==> config.mk <==
export PLATFORM = sky130hd
export DESIGN_NAME = stack_seq
export DESIGN_NICKNAME = d
export VERILOG_FILES = /design/src/rtl/ss_pkg.sv /design/src/rtl/ss_plan.sv /design/src/rtl/ss_result.sv /design/src/rtl/ss_sp_reg.sv /design/src/rtl/stack_seq.sv
export SDC_FILE = /design/constraint.sdc
export NUM_CORES = 1
export LEC_CHECK = 0
export BUFFER_PORTS_ARGS = -buffer_cell sky130_fd_sc_hd__buf_2
export CORE_UTILIZATION = 50
export DETAILED_ROUTE_END_ITERATION = 12
export GPL_TIMING_DRIVEN = 0
export PLACE_DENSITY_LB_ADDON = 0.2
export SYNTH_ARGS = -nofsm -noshare
export SYNTH_HDL_FRONTEND = slang
export SYNTH_SLANG_ARGS = --single-unit
==> constraint.sdc <==
create_clock -name clk -period 3.45 [get_ports clk]
set_clock_uncertainty 0.05 [all_clocks]
set_input_delay 0.69 -clock clk [delete_from_list [all_inputs] [get_ports clk]]
set_output_delay 0.69 -clock clk [all_outputs]
set_load 0.005 [all_outputs]
==> src/rtl/ss_pkg.sv <==
// Shared constants and types for the stack sequencer.
// Assumes a 24-bit byte address space and 32-bit memory words that hold
// an 8-bit status byte above a 24-bit pc.
package ss_pkg;
    localparam int AW     = 24;            // address and pc width
    localparam int PW     = 8;             // status byte width
    localparam int DW     = PW + AW;       // memory word width
    localparam int PADW   = 2;             // width of the pad counter
    localparam int IE_BIT = 4;             // interrupt enable position
    localparam int IL_LSB = 5;             // interrupt level low bit
    localparam int IL_W   = 3;             // interrupt level width
    localparam int STEP   = 4;             // stack step in bytes

    typedef enum logic [2:0] {
        OP_CALL = 3'd0,
        OP_RET  = 3'd1,
        OP_TRAP = 3'd2,
        OP_TRPL = 3'd3,
        OP_TRET = 3'd4,
        OP_DBGE = 3'd5,
        OP_DBGR = 3'd6,
        OP_NONE = 3'd7
    } op_e;

    typedef enum logic [1:0] {
        ST_IDLE = 2'd0,
        ST_MEM  = 2'd1,
        ST_PAD  = 2'd2
    } st_e;

    typedef struct packed {
        logic          we;
        logic [AW-1:0] addr;
        logic [DW-1:0] wdata;
    } acc_t;
endpackage

==> src/rtl/ss_plan.sv <==
// Access planner: for the latched operation and the current phase it
// gives the memory access, whether a second phase follows, how many
// pad cycles close the sequence and how the stack pointer moves.
// Assumes all inputs are stable for the whole operation (latched copies).
module ss_plan
    import ss_pkg::*;
(
    input  op_e              op,
    input  logic             dly,
    input  logic             phase,
    input  logic [AW-1:0]    sp,
    input  logic [AW-1:0]    pc,
    input  logic [PW-1:0]    psr,
    input  logic [AW-1:0]    r0,
    input  logic [AW-1:0]    trap_base,
    input  logic [AW-1:0]    dbg_base,
    input  logic [4:0]       imm5,
    output acc_t             acc,
    output logic             two_phase,
    output logic [PADW-1:0]  pad,
    output logic             sp_dec,
    output logic             sp_inc
);
    localparam logic [AW-1:0] STEP_A = AW'(STEP);

    logic [AW-1:0] ret2, ret4, push_a, vec_a;

    // Candidate addresses and return values shared by several operations.
    always_comb begin
        ret2   = pc + AW'(2);
        ret4   = pc + AW'(4);
        push_a = sp - STEP_A;
        vec_a  = trap_base + AW'({imm5, 2'b00});
    end

    // Per-operation access plan.
    always_comb begin
        acc       = '0;
        two_phase = 1'b0;
        pad       = PADW'(1);
        sp_dec    = 1'b0;
        sp_inc    = 1'b0;
        unique case (op)
            OP_CALL: begin
                acc    = '{we: 1'b1, addr: push_a,
                           wdata: {{PW{1'b0}}, (dly ? ret4 : ret2)}};
                pad    = dly ? PADW'(2) : PADW'(3);
                sp_dec = 1'b1;
            end
            OP_RET: begin
                acc    = '{we: 1'b0, addr: sp, wdata: '0};
                pad    = dly ? PADW'(2) : PADW'(3);
                sp_inc = 1'b1;
            end
            OP_TRAP, OP_TRPL: begin
                two_phase = 1'b1;
                sp_dec    = 1'b1;
                if (!phase) acc = '{we: 1'b1, addr: push_a, wdata: {psr, ret2}};
                else        acc = '{we: 1'b0, addr: vec_a, wdata: '0};
            end
            OP_TRET: begin
                acc    = '{we: 1'b0, addr: sp, wdata: '0};
                pad    = dly ? PADW'(1) : PADW'(2);
                sp_inc = 1'b1;
            end
            OP_DBGE: begin
                two_phase = 1'b1;
                if (!phase) acc = '{we: 1'b1, addr: dbg_base, wdata: {psr, ret2}};
                else        acc = '{we: 1'b1, addr: dbg_base + STEP_A,
                                    wdata: {{PW{1'b0}}, r0}};
            end
            OP_DBGR: begin
                two_phase = 1'b1;
                if (!phase) acc = '{we: 1'b0, addr: dbg_base + STEP_A, wdata: '0};
                else        acc = '{we: 1'b0, addr: dbg_base, wdata: '0};
            end
            default: begin
                acc = '0;
            end
        endcase
    end
endmodule

==> src/rtl/ss_result.sv <==
// Result former: builds the new pc, status and r0 and their strobes from
// the latched operands and the words read during the sequence.
// Assumes rd0/rd1 hold the data of the first and second read phase.
module ss_result
    import ss_pkg::*;
#(
    parameter logic [AW-1:0] DBG_VECTOR = 24'hFFFC00
)(
    input  op_e              op,
    input  logic [PW-1:0]    psr,
    input  logic [AW-1:0]    tgt,
    input  logic [IL_W-1:0]  imm3,
    input  logic [DW-1:0]    rd0,
    input  logic [DW-1:0]    rd1,
    output logic [AW-1:0]    res_pc,
    output logic [PW-1:0]    res_psr,
    output logic [AW-1:0]    res_r0,
    output logic             res_psr_we,
    output logic             res_r0_we
);
    // Select results by operation.
    always_comb begin
        res_pc     = tgt;
        res_psr    = psr;
        res_r0     = '0;
        res_psr_we = 1'b0;
        res_r0_we  = 1'b0;
        unique case (op)
            OP_CALL: res_pc = tgt;
            OP_RET:  res_pc = rd0[AW-1:0];
            OP_TRAP, OP_TRPL: begin
                res_pc          = rd1[AW-1:0];
                res_psr         = psr;
                res_psr[IE_BIT] = 1'b0;
                if (op == OP_TRPL) res_psr[IL_LSB +: IL_W] = imm3;
                res_psr_we      = 1'b1;
            end
            OP_TRET: begin
                res_pc     = rd0[AW-1:0];
                res_psr    = rd0[DW-1:AW];
                res_psr_we = 1'b1;
            end
            OP_DBGE: res_pc = DBG_VECTOR;
            OP_DBGR: begin
                res_r0     = rd0[AW-1:0];
                res_pc     = rd1[AW-1:0];
                res_psr    = rd1[DW-1:AW];
                res_psr_we = 1'b1;
                res_r0_we  = 1'b1;
            end
            default: res_pc = tgt;
        endcase
    end
endmodule

==> src/rtl/ss_sp_reg.sv <==
// Stack pointer register: steps down or up by one word on request and
// wraps modulo the address space. Assumes dec and inc are never both set.
module ss_sp_reg
    import ss_pkg::*;
#(
    parameter logic [AW-1:0] SP_RESET = '0
)(
    input  logic          clk,
    input  logic          rst_n,
    input  logic          dec,
    input  logic          inc,
    output logic [AW-1:0] sp
);
    localparam logic [AW-1:0] STEP_A = AW'(STEP);

    // Hold or step the pointer.
    always_ff @(posedge clk) begin
        if (!rst_n)   sp <= SP_RESET;
        else if (dec) sp <= sp - STEP_A;
        else if (inc) sp <= sp + STEP_A;
    end


    sp_step_chk: assert property (@(posedge clk) disable iff (!rst_n)
        !$stable(sp) |-> (sp == $past(sp) - STEP_A) || (sp == $past(sp) + STEP_A));
endmodule

==> src/rtl/stack_seq.sv <==
// Call, return and trap stack sequencer (top). Latches one operation on
// start, runs up to two memory phases through a request/ready port, pads
// to the operation's cycle budget and then pulses done with results.
// Assumes the core keeps using the old pc/psr/r0 until done.
module stack_seq
    import ss_pkg::*;
#(
    parameter logic [23:0] SP_RESET   = 24'h000000,
    parameter logic [23:0] DBG_VECTOR = 24'hFFFC00
)(
    input  logic        clk,
    input  logic        rst_n,
    input  logic        start,
    input  logic [2:0]  op,
    input  logic        dly,
    input  logic [23:0] cur_pc,
    input  logic [7:0]  cur_psr,
    input  logic [23:0] cur_r0,
    input  logic [23:0] call_tgt,
    input  logic [23:0] trap_base,
    input  logic [23:0] dbg_base,
    input  logic [4:0]  imm5,
    input  logic [2:0]  imm3,
    output logic        mem_req,
    output logic        mem_we,
    output logic [23:0] mem_addr,
    output logic [31:0] mem_wdata,
    input  logic [31:0] mem_rdata,
    input  logic        mem_ready,
    output logic        busy,
    output logic        done,
    output logic [23:0] sp,
    output logic [23:0] new_pc,
    output logic [7:0]  new_psr,
    output logic [23:0] new_r0,
    output logic        pc_wr,
    output logic        psr_wr,
    output logic        r0_wr
);
    st_e             st;
    op_e             op_q;
    logic            dly_q, phase;
    logic [AW-1:0]   pc_q, r0_q, tgt_q, tb_q, db_q;
    logic [PW-1:0]   psr_q;
    logic [4:0]      imm5_q;
    logic [IL_W-1:0] imm3_q;
    logic [DW-1:0]   rd0_q, rd1_q;
    logic [PADW-1:0] pad_cnt;

    acc_t            acc;
    logic            two_phase, p_dec, p_inc, fire, last_phase;
    logic [PADW-1:0] pad;
    logic [AW-1:0]   res_pc, res_r0;
    logic [PW-1:0]   res_psr;
    logic            res_psr_we, res_r0_we;

    ss_plan u_plan (
        .op(op_q), .dly(dly_q), .phase(phase), .sp(sp), .pc(pc_q),
        .psr(psr_q), .r0(r0_q), .trap_base(tb_q), .dbg_base(db_q),
        .imm5(imm5_q), .acc(acc), .two_phase(two_phase), .pad(pad),
        .sp_dec(p_dec), .sp_inc(p_inc)
    );

    ss_result #(.DBG_VECTOR(DBG_VECTOR)) u_res (
        .op(op_q), .psr(psr_q), .tgt(tgt_q), .imm3(imm3_q),
        .rd0(rd0_q), .rd1(rd1_q), .res_pc(res_pc), .res_psr(res_psr),
        .res_r0(res_r0), .res_psr_we(res_psr_we), .res_r0_we(res_r0_we)
    );

    // Access completion and the final memory phase of the operation.
    always_comb begin
        fire       = (st == ST_MEM) && mem_ready;
        last_phase = !two_phase || phase;
    end

    // The pointer moves once, when the first phase completes.
    ss_sp_reg #(.SP_RESET(SP_RESET)) u_sp (
        .clk(clk), .rst_n(rst_n),
        .dec(fire && !phase && p_dec),
        .inc(fire && !phase && p_inc),
        .sp(sp)
    );

    // Memory port drive from the current plan.
    always_comb begin
        mem_req   = (st == ST_MEM);
        mem_we    = mem_req && acc.we;
        mem_addr  = acc.addr;
        mem_wdata = acc.wdata;
        busy      = (st != ST_IDLE);
    end

    // Sequence state, operand latch, read capture and pad count.
    always_ff @(posedge clk) begin
        if (!rst_n) begin
            st      <= ST_IDLE;
            op_q    <= OP_NONE;
            dly_q   <= 1'b0;
            phase   <= 1'b0;
            pc_q    <= '0;
            psr_q   <= '0;
            r0_q    <= '0;
            tgt_q   <= '0;
            tb_q    <= '0;
            db_q    <= '0;
            imm5_q  <= '0;
            imm3_q  <= '0;
            rd0_q   <= '0;
            rd1_q   <= '0;
            pad_cnt <= '0;
        end else begin
            unique case (st)
                ST_IDLE: begin
                    if (start && (op_e'(op) != OP_NONE)) begin
                        st     <= ST_MEM;
                        op_q   <= op_e'(op);
                        dly_q  <= dly;
                        phase  <= 1'b0;
                        pc_q   <= cur_pc;
                        psr_q  <= cur_psr;
                        r0_q   <= cur_r0;
                        tgt_q  <= call_tgt;
                        tb_q   <= trap_base;
                        db_q   <= dbg_base;
                        imm5_q <= imm5;
                        imm3_q <= imm3;
                    end
                end
                ST_MEM: begin
                    if (mem_ready) begin
                        if (!phase) rd0_q <= mem_rdata;
                        else        rd1_q <= mem_rdata;
                        if (last_phase) begin
                            st      <= ST_PAD;
                            pad_cnt <= pad;
                        end else begin
                            phase <= 1'b1;
                        end
                    end
                end
                ST_PAD: begin
                    if (pad_cnt == PADW'(1)) st <= ST_IDLE;
                    pad_cnt <= pad_cnt - PADW'(1);
                end
                default: st <= ST_IDLE;
            endcase
        end
    end

    // Result registers and the one-cycle completion strobes.
    always_ff @(posedge clk) begin
        if (!rst_n) begin
            done    <= 1'b0;
            pc_wr   <= 1'b0;
            psr_wr  <= 1'b0;
            r0_wr   <= 1'b0;
            new_pc  <= '0;
            new_psr <= '0;
            new_r0  <= '0;
        end else begin
            done   <= 1'b0;
            pc_wr  <= 1'b0;
            psr_wr <= 1'b0;
            r0_wr  <= 1'b0;
            if (st == ST_PAD && pad_cnt == PADW'(1)) begin
                done    <= 1'b1;
                pc_wr   <= 1'b1;
                psr_wr  <= res_psr_we;
                r0_wr   <= res_r0_we;
                new_pc  <= res_pc;
                new_psr <= res_psr;
                new_r0  <= res_r0;
            end
        end
    end


    req_hold_chk: assert property (@(posedge clk) disable iff (!rst_n)
        (mem_req && !mem_ready) |=> mem_req && $stable(mem_addr)
                                     && $stable(mem_we) && $stable(mem_wdata));

    req_busy_chk: assert property (@(posedge clk) disable iff (!rst_n)
        mem_req |-> busy);

    done_pulse_chk: assert property (@(posedge clk) disable iff (!rst_n)
        done |=> !done);

    done_after_busy_chk: assert property (@(posedge clk) disable iff (!rst_n)
        $rose(done) |-> !busy && $past(busy));

    busy_start_chk: assert property (@(posedge clk) disable iff (!rst_n)
        $rose(busy) |-> $past(start));
endmodule

======== After elaboration in Yosys (flattened, before gate mapping) ========
Cells that the tools add are included.
word-level totals
  bits in registers ....................... 292
  input port bits ......................... 176
  output and inout bits ................... 143
  logic and storage cells ................. 107
operators by class
  bitwise operators ....................... 1
  reduce and logical (&&, ||, !) cells .... 30
  add/subtract/negate cells ............... 7
  equality and inequality tests ........... 15
  muxes and demuxes ....................... 32
operator list
  operator                                                               count
  57-bit case mux with 5 select lines                                    1
  56-bit 2-to-1 mux                                                      2
  24-bit 2-to-1 mux                                                      4
  24-bit by 3-bit adder with 24-bit output (second input constant)       3
  24-bit case mux with 3 select lines                                    1
  57-bit 2-to-1 mux                                                      1
  24-bit by 2-bit adder with 24-bit output (second input constant)       1
  24-bit by 7-bit adder with 24-bit output                               1
  8-bit case mux with 3 select lines                                     1
  24-bit by 3-bit subtractor with 24-bit output (second input constant)  1
  2-bit 2-to-1 mux                                                       7
  1-bit 2-to-1 mux                                                       10
  3-bit == test (second input constant)                                  3
  3-bit AND reduction                                                    3
  2-bit case mux with 2 select lines                                     2
  4-bit AND reduction                                                    2
  2-bit nonzero test                                                     4
  4-bit OR reduction                                                     2
  1-bit logical AND                                                      7
  3-bit by 2-bit == test with 1-bit output (second input constant)       2
  2-bit != test (second input constant)                                  3
  2-bit case mux with 3 select lines                                     1
  2-bit OR reduction                                                     3
  3-bit OR reduction                                                     2
  14 further kinds                                                       18

======== Depth between registers and ports, before layout ========
Gate-level depths: netlist (run 1).
  depth after elaboration ................. 8
  depth in mapped cells ................... 8
  mapped depth without buffers ............ 8

======== Cells and area by module ========
From an unflattened synthesis (run 1), not the netlist that was laid out.
unflattened totals
  cell total of the unflattened synthesis .. 2,246
  area, all modules ....................... 17,194.0 sq um
modules (own cells, without submodules)
  module     seq. area each (sq um)  cells an instance  instances  area an instance (sq um)
  stack_seq  5,365.1                 1,184              1          10,132.2
  ss_plan    0.0                     636                1          3,831.2
  ss_sp_reg  440.4                   240                1          1,926.8
  ss_result  0.0                     186                1          1,303.8

======== Worst setup path after synthesis (run 1) ========
Ideal clock, no wire load.
  path kind ............................... flip-flop to output port
  from .................................... reg u_sp.sp[2]
  to ...................................... out mem_addr[12]
  setup slack ............................. 474 ps
  buffers on the path ..................... 0
  cell stages (with the launch flop) ...... 8
  arrival ................................. 2,236 ps
  data required time ...................... 2,710 ps
  path through ............................ dfxtp_1 -> inv_1 -> ha_1 -> or4b_4 -> or4_4 -> a21o_1 -> a221oi_2 -> o211ai_1
on the way
  longest elaborated chain between the ends .. 3
RTL lines
  what                                             line             text
  start: declaration                               ss_sp_reg.sv:12  output logic [AW-1:0] sp
  start signal: assignment                         ss_sp_reg.sv:19  else if (dec) sp <= sp - STEP_A;
  start signal: assignment                         ss_sp_reg.sv:20  else if (inc) sp <= sp + STEP_A;
  24-bit by 3-bit subtractor with 24-bit output *  ss_plan.sv:32    push_a = sp - STEP_A;
  57-bit 2-to-1 mux                                ss_plan.sv:58    if (!phase) acc = '{we: 1'b1, addr: push_a, wdata: {psr, ret2}};
  57-bit case mux with 5 select lines *            ss_plan.sv:43    unique case (op)
  end: declaration                                 stack_seq.sv:26  output logic [23:0] mem_addr,
Every way passes the cells marked *; elsewhere a longest branch is shown, timed or not.

======== Final worst setup path (run 1) ========
  from .................................... reg tb_q[2]
  to ...................................... out mem_addr[16]
on the way
  longest elaborated chain between the ends .. 3
RTL lines
  what                                      line              text
  start: declaration                        stack_seq.sv:43   logic [AW-1:0] pc_q, r0_q, tgt_q, tb_q, db_q;
  start signal: assignment                  stack_seq.sv:123  tb_q <= trap_base;
  24-bit by 7-bit adder with 24-bit output  ss_plan.sv:33     vec_a = trap_base + AW'({imm5, 2'b00});
  57-bit 2-to-1 mux                         ss_plan.sv:58
  57-bit case mux with 5 select lines       ss_plan.sv:43
Every way passes these cells.

==> results of run 1 <==
==> logic make-up (layout without fill, tap and decap cells) <==
logic type	after synthesis	in the layout	share of synthesized area (%)
mux	53	53	3.49
simple gates	840	840	24.4
compound gates	550	550	25.3
fa+ha+maj	12	12	1.01
buf+inv	193	594	4.88
xor+xnor	66	66	3.70
other cells	1	5	0.0240
flops	290	290	37.1
==> where the power goes <==
part / switching, mW / internal, mW / total, mW
Combinational: 0.957 / 0.574 / 1.53
Clock: 1.42 / 1.98 / 3.40
Sequential: 0.160 / 3.50 / 3.66
==> cell type report <==
class	instances	area (sq um)	share of cell area (%)
Multi-Input combinational cell	1523	9540	48.5
Sequential cell	290	5840	29.7
Timing Repair Buffer	366	1960	9.97
Clock buffer	48	920	4.67
Buffer	155	729	3.71
Tap cell	396	495	2.52
Clock inverter	8	108	0.547
Inverter	17	73.8	0.375
Antenna cell	3	7.51	0.0381
==> stage by stage <==
step	setup slack, ps	instance area (sq um)	util (%)
finish	-151	19700	64.2
global route	-197	19700	64.2
CTS	-129	19400	63.2
detailed placement	-275	17700	57.7
global placement	-302	17700	57.7
floorplan	474	15600	-
==> flip-flops by register name, summed over array words and instances, names as in the netlist, 5 cells and up <==
name	cells
db_q	24
imm5_q	5
new_pc	24
new_psr	8
new_r0	24
pc_q	24
psr_q	8
r0_q	24
rd0_q	32
rd1_q	32
tb_q	24
tgt_q	24
u_sp.sp	22
==> metal layers <==
layer / up-vias / track usage [%] / share of wire, %
met2: 704 / 60.0 / 47
met5: - / 0 / 0.041
li1: 7824 / - / -
met4: 4 / 12.0 / 3.1
met3: 114 / 6.28 / 7.9
met1: 7938 / 45.9 / 42
==> critical path: cells and delay by family, from the launching register on <==
| kind | cells | cell delay [ps] |
|---|---|---|
| xor+xnor | 1 | 340 |
| simple gates | 1 | 140 |
| flops | 1 | 360 |
| fa+ha+maj | 2 | 490 |
| buf+inv | 3 | 370 |
| compound gates | 3 | 560 |
==> cells in the mapped netlist (17+ instances only) <==
cell,number
nand3_1,58
a21boi_0,222
a22o_1,29
and3_1,17
dfxtp_1,290
nor4_1,21
o211ai_1,37
clkbuf_1,148
and2_1,25
o21ai_0,71
nor3_1,25
xor2_1,49
nand4_1,27
nand2_1,510
nor2_1,76
mux2i_1,41
a21oi_1,48
xnor2_1,17
==> timing repair <==
action,CTS,global route
buffers inserted,31,18
gates cloned,1,0
pin swaps,27,27
resized for setup,130,56
hold buffers,0,0
setup endpoints to repair,57,35
==> worst min path at each step <==
| stage | to | slack (ps) | depth (start not counted) |
|---|---|---|---|
| CTS | db_q[14] | 280 | 3 |
| floorplan | r0_q[15] | 390 | 2 |
| global route | db_q[8] | 300 | 3 |
| global placement | new_pc[23] | 400 | 2 |
| detailed placement | new_r0[4] | 400 | 1 |
| finish | pc_q[2] | 290 | 3 |
==> reports/metrics.yaml, run 1 <==
layout:
  area_growth_pct: 25.9
  drive_above_1_share_pct: 24.0
  stdcell_count: 2806
  layout_commonest_cell: "nand2_1"
  nFillCells: 2792
  final_cell_mix: "505 x nand2_1, 324 x buf_2, 273 x dfxtp_1"
  num-nets-final: 2572
flow_run:
  cap_violations: 0
critical_path:
  r2r_setup_slack_ps: 300
  path_cells: "ha_4 -> inv_2 -> fa_2 -> nor2b_2 -> o31a_1 -> buf_6 -> o2111ai_2 -> xor2_1 -> o211ai_1 -> buf_2"
  path_max_fanout: 5
  arrival_ps: 2860
  setup.worst_path.end: "mem_addr[16]"
  worstRegToRegCells: 6
  crit_start: "tb_q[2]"
  end_kind: "output port"
  worstSetupPathType: "reg -> out"
  cp_data_required_time_ps: 2710
  slowest_delay_ps: 360
  r2r_end: "db_q[23]"
  cp-start-kind: "register"
  rr_startpoint: "st[1]"
  critPathSlowestCell: "dfxtp_2"
die:
  io-pin-count: 319
  start_util_pct: 51.0
  rows: 64
  die-area_sq_um: 32000
  core_area_sq_um: 30700
  die-width_microns: 179
  die_y_microns: 179
clock_tree:
  clock_sinks: 290
  cts.path.max_buffers: 3
  cts_buffers: 31
  cts-root-buf: "clkbuf_16"
  clk_pin_slew_ps: 60
  insertion_delay_ps: 600
  tritoncts: "built"
  htreeDepth: 1
logic_synthesis:
  ys.flop_type: "dfxtp_1"
  seq_area_frac_synth_pct: 37.1
  syn_area_sq_um: 15600
  synth.area.top_cells: "dfxtp_1 37%, nand2_1 12%, a21boi_0 11%"
  avgSynthCellArea_sq_um: 7.80
  yosys_warnings: 0
  postSynthCellCount: 2005
  synth-seq-cells: 290
  yosysUniqueCellTypes: 79
  synth_async_sr_flop_share_pct: 0
  synth_top_area_share_pct: 37.1
  synth_top_cell_by_area: "dfxtp_1"
  synth-edff-count: 0
status:
  violations: "negative setup slack"
  outcome: "finished with violations"
sta:
  slew_headroom_pct: 22.3
  drv_slew: 0
  hold_slack_ps: 294
  fin_ws_ps: -151
  rsz0062_at_grt: "yes"
  period_needed_ps: 3600
  hold_viol_final: 0
  min_period_over_period_pct: 104
  final-setup-viol-count: 7
  setup_tns_ps: -603
  worstMarginPinSlew_ps: 1170
  fmax_mhz: 278
global_route:
  grt_max_degree: 17
  grt_pass1_wl_mm: 88.1
  antenna_found_initial: 3
  overflow: 0
  track_usage_pct: 35.7
  grt_pass1_vias: 15586
power:
  power.total_mw: 8.59
  ir_drop_mv: 0.432
  power.density_nw_per_um2: 436
  p_leak_nw: 7.99
drt:
  first_iter_violations: 1485
  vias_per_cell: 5.91
  vias: 16584
  routed_wl_mm: 59.2
  drcViolationCount: 0
  dr.pass1.iters: 6
  wl_per_cell_microns: 21.1
  ant_nets: 0
placement:
  placed_cells: 2718
  io_buffers: 316
  gp_congestion: 1.01
  hpwlAfterDp_mm: 44.7
hold_path:
  hold_start: "cur_pc[2]"
  hp-class: "in -> reg"
(Power assumes the default switching activity.)
==> inputs of run 2 (changes only) <==
--- a/config.mk
+++ b/config.mk
@@ -10,6 +10,7 @@
 export DETAILED_ROUTE_END_ITERATION = 12
 export GPL_TIMING_DRIVEN = 0
 export PLACE_DENSITY_LB_ADDON = 0.2
+export SKIP_CTS_REPAIR_TIMING = 1
 export SYNTH_ARGS = -nofsm -noshare
 export SYNTH_HDL_FRONTEND = slang
 export SYNTH_SLANG_ARGS = --single-unit
==> reports/metrics.yaml, run 2 (synthesis gave the netlist of run 1 again) <==
status:
  outcome: "finished with violations"
  violations: "negative setup slack"
power:
  p_leak_nw: 7.96
  combinationalPowerShare_pct: 17.9
  power_switching_mw: 2.54
  p_seq_share_pct: 42.6
  p_clk_share_pct: 39.5
  ir_drop_mv: 0.430
  power.density_nw_per_um2: 438
  swShare_pct: 29.6
  p_int_mw: 6.06
layout:
  reg_top3: "rd0_q (32), rd1_q (32)"
  layout_commonest_cell: "nand2_1"
  fin_area_sq_um: 19600
  area_growth_pct: 25.7
  fin_util_pct: 64.0
  num-nets-final: 2568
  drive_above_1_share_pct: 23.3
  final_cell_mix: "506 x nand2_1, 326 x buf_2, 280 x dfxtp_1"
  nFillCells: 2811
clock_tree:
  htreeDepth: 1
  tritoncts: "built"
  cts_buffers: 31
  cts.path.max_buffers: 3
  clk_pin_slew_ps: 60
  insertion_delay_ps: 600
  clock_sinks: 290
  cts-root-buf: "clkbuf_16"
drt:
  vias_per_cell: 5.95
  drcViolationCount: 0
  ant_nets: 0
  vias: 16666
  dr.pass1.iters: 8
  routed_wl_mm: 58.9
  wl_per_cell_microns: 21.0
  first_iter_violations: 1554
global_route:
  grt_pass1_vias: 15274
  grt_max_degree: 17
  grt_pass1_wl_mm: 86.8
  track_usage_pct: 35.2
  overflow: 0
  antenna_found_initial: 5
placement:
  pre_cts_slack_ps: -275
  post_dp_cell_area_sq_um: 17700
  io_buffers: 316
  gp_congestion: 1.01
  hpwlAfterDp_mm: 44.7
sta:
  min_period_over_period_pct: 107
  slew_headroom_pct: 20.2
  worstMarginPinSlew_ps: 1200
  hold_viol_final: 0
  period_needed_ps: 3680
  drv_slew: 0
  fin_ws_ps: -232
  setup_tns_ps: -1160
  rsz0062_at_grt: "yes"
  final-setup-viol-count: 10
  fmax_mhz: 272
die:
  rows: 64
  die-area_sq_um: 32000
  start_util_pct: 51.0
  core_area_sq_um: 30700
  die_y_microns: 179
  io-pin-count: 319
  die-width_microns: 179
hold_path:
  min_delay_path_depth: 3
  hp-class: "in -> reg"
  hold_start: "cur_pc[2]"
critical_path:
  rr_startpoint: "st[1]"
  path_max_fanout: 6
  r2r_setup_slack_ps: 300
  arrival_ps: 2940
  cp-start-kind: "register"
  cp_data_required_time_ps: 2710
  end_kind: "output port"
  crit_start: "tb_q[2]"
  worstRegToRegCells: 6
  worstSetupPathType: "reg -> out"
flow_run:
  cap_violations: 0
-- run 2: worst max-delay path, stage by stage, from the launching register on --
cell and delay (ps):
dfxtp_2 340, ha_4 170, inv_2 50, fa_2 250
nor2b_4 60, o31a_4 390, buf_6 120, o211ai_1 220
mux2i_1 330, nand4_1 230, buf_2 190
-- run 2: final timing paths --
| kind | to |
|---|---|
| worst max-delay path | mem_addr[18] |
| worst min-delay path | pc_q[2] |
| worst max register to register | db_q[23] |
| worst min register to register | rd1_q[4] |
-- run 2: per-stage QoR --
step                      hold WS [ps]  cells  total power, mW
after floorplan                    388   2006             4.50
after global placement             396   2718             5.08
after detailed placement           403   2718             5.10
after CTS                          281   2774             8.46
after global routing               298   2801             8.88
final                              293   2802             8.60
-- run 2: power by group through the flow --
stage	sequential [mW]	clock (mW)	combinational (mW)
final	3.66	3.40	1.54
after global routing	3.67	3.55	1.65
after CTS	3.63	3.42	1.41
after detailed placement	3.71	0	1.40
after global placement	3.70	0	1.38
after floorplan	3.66	0	0.841
-- run 2: cell type report --
type	count	area (sq um)	share of cell area [%]
tap	396	495	2.52
inverter	17	76.3	0.389
buffer	158	712	3.62
clock inverter	8	108	0.548
clock buffer	48	920	4.68
antenna	3	7.51	0.0382
multi-input combinational	1523	9550	48.6
sequential	290	5830	29.7
timing repair buffer	359	1950	9.94
-- run 2: routing by layer --
metal | share of wire (%) | routed length (microns) | GRT usage (%) | up-vias
met1 | 42 | 24500 | 46.1 | 7966
met5 | 0.064 | 38 | 0 | -
met2 | 47 | 27700 | 58.7 | 743
met3 | 8.2 | 4840 | 5.79 | 137
met4 | 3.2 | 1890 | 11.3 | 6
li1 | - | - | - | 7814
==> inputs of run 3 (changes only) <==
--- a/config.mk
+++ b/config.mk
@@ -10,6 +10,7 @@
 export DETAILED_ROUTE_END_ITERATION = 12
 export GPL_TIMING_DRIVEN = 0
 export PLACE_DENSITY_LB_ADDON = 0.2
+export SETUP_SLACK_MARGIN = 0.3
 export SKIP_CTS_REPAIR_TIMING = 1
 export SYNTH_ARGS = -nofsm -noshare
 export SYNTH_HDL_FRONTEND = slang
==> reports/metrics.yaml, run 3 (synthesis gave the netlist of run 1 again) <==
clock_tree:
  tritoncts: "built"
  clock_sinks: 290
  cts_buffers: 31
  cts.path.max_buffers: 3
  insertion_delay_ps: 590
  htreeDepth: 1
  cts-root-buf: "clkbuf_16"
  clk_pin_slew_ps: 60
critical_path:
  worstSetupPathType: "reg -> out"
  arrival_ps: 2930
  cp-start-kind: "register"
  cp_data_required_time_ps: 2710
  r2r_setup_slack_ps: 390
  end_kind: "output port"
  path_max_fanout: 6
sta:
  final-setup-viol-count: 11
  period_needed_ps: 3670
  fmax_mhz: 272
  slew_headroom_pct: 41.2
  min_period_over_period_pct: 107
  hold_viol_final: 0
  worstMarginPinSlew_ps: 882
  fin_ws_ps: -224
  drv_slew: 0
  rsz0062_at_grt: "yes"
die:
  start_util_pct: 51.0
  core_area_sq_um: 30700
  die-area_sq_um: 32000
  rows: 64
  io-pin-count: 319
  die-width_microns: 179
  die_y_microns: 179
layout:
  stdcell_count: 2869
  reg_top3: "rd0_q (32), rd1_q (32)"
  layout_commonest_cell: "nand2_1"
  num-nets-final: 2635
  final_cell_mix: "504 x nand2_1, 328 x buf_2, 266 x dfxtp_1"
  area_growth_pct: 32.8
  nFillCells: 2663
  drive_above_1_share_pct: 28.1
drt:
  wl_per_cell_microns: 21.1
  dr.pass1.iters: 5
  ant_nets: 0
  drcViolationCount: 0
  first_iter_violations: 1529
  vias_per_cell: 5.92
  vias: 16985
  routed_wl_mm: 60.4
global_route:
  overflow: 0
  grt_pass1_vias: 15274
  grt_pass1_wl_mm: 86.8
  track_usage_pct: 35.2
  grt_max_degree: 17
  antenna_found_initial: 5
power:
  power.total_mw: 8.81
  combinationalPowerShare_pct: 20.0
  p_clk_share_pct: 38.6
  ir_drop_mv: 0.443
  swShare_pct: 29.7
  p_seq_share_pct: 41.4
  p_leak_nw: 8.52
  power_switching_mw: 2.61
  p_int_mw: 6.20
  power.density_nw_per_um2: 424
placement:
  io_buffers: 316
  hpwlAfterDp_mm: 44.7
  placed_cells: 2718
  gp_congestion: 1.01
status:
  outcome: "finished with violations"
  violations: "negative setup slack"
flow_run:
  cap_violations: 0
hold_path:
  hp-class: "in -> reg"
==> run 3: area by class of cell <==
cell class	count	area [sq um]	area share (%)
clock inverters	8	108	0.518
diodes	3	7.51	0.0362
multi-input cells	1523	9900	47.7
plain buffers	176	998	4.81
clock buffers	48	920	4.43
flip-flops and latches	290	5850	28.2
well taps	396	495	2.39
inverters	17	76.3	0.368
repair buffers	408	2410	11.6
==> run 3: final timing paths <==
check,from,to,cells past startpoint
hold / removal,cur_pc[2],pc_q[2],3
hold reg to reg,rd1_q[4],rd1_q[4],2
setup reg to reg,st[1],u_sp.sp[16],7
setup / recovery,tb_q[2],mem_addr[18],10
==> run 3: per-stage QoR <==
| stage | hold slack [ps] | cell area (sq um) | setup TNS, ps | util [%] | setup WS [ps] |
|---|---|---|---|---|---|
| floorplan | 388 | 15600 | 0 | - | 474 |
| global route | 291 | 20800 | -1830 | 67.7 | -264 |
| finish | 291 | 20800 | -1190 | 67.7 | -224 |
| detailed placement | 403 | 17700 | -2710 | 57.7 | -275 |
| global placement | 396 | 17700 | -2470 | 57.7 | -302 |
| CTS | 281 | 18700 | -35250 | 61.1 | -896 |
==> run 3: power groups by stage <==
stage	Clock (mW)	Combinational [mW]	Sequential (mW)
final	3.40	1.77	3.65
after global routing	3.55	1.88	3.66
after CTS	3.42	1.41	3.63
after detailed placement	0	1.40	3.71
after global placement	0	1.38	3.70
after floorplan	0	0.841	3.66
==> run 3: critical path, cell delays in order (launching register included) <==
cell and delay [ps]:
dfxtp_2 340, ha_4 170, inv_2 50, fa_2 250
nor2b_4 60, o31a_4 390, buf_6 120, o211ai_1 210
mux2i_1 340, nand4_1 220, buf_2 180
==> run 3: routing by layer <==
layer | global-route usage (%) | wire length, microns | share of wire [%] | up-vias
met2 | 58.7 | 28600 | 47 | 833
met5 | 0 | 38 | 0.063 | -
met3 | 5.79 | 5470 | 9.1 | 134
met1 | 46.1 | 24500 | 41 | 8061
li1 | - | - | - | 7951
met4 | 11.3 | 1840 | 3.0 | 6
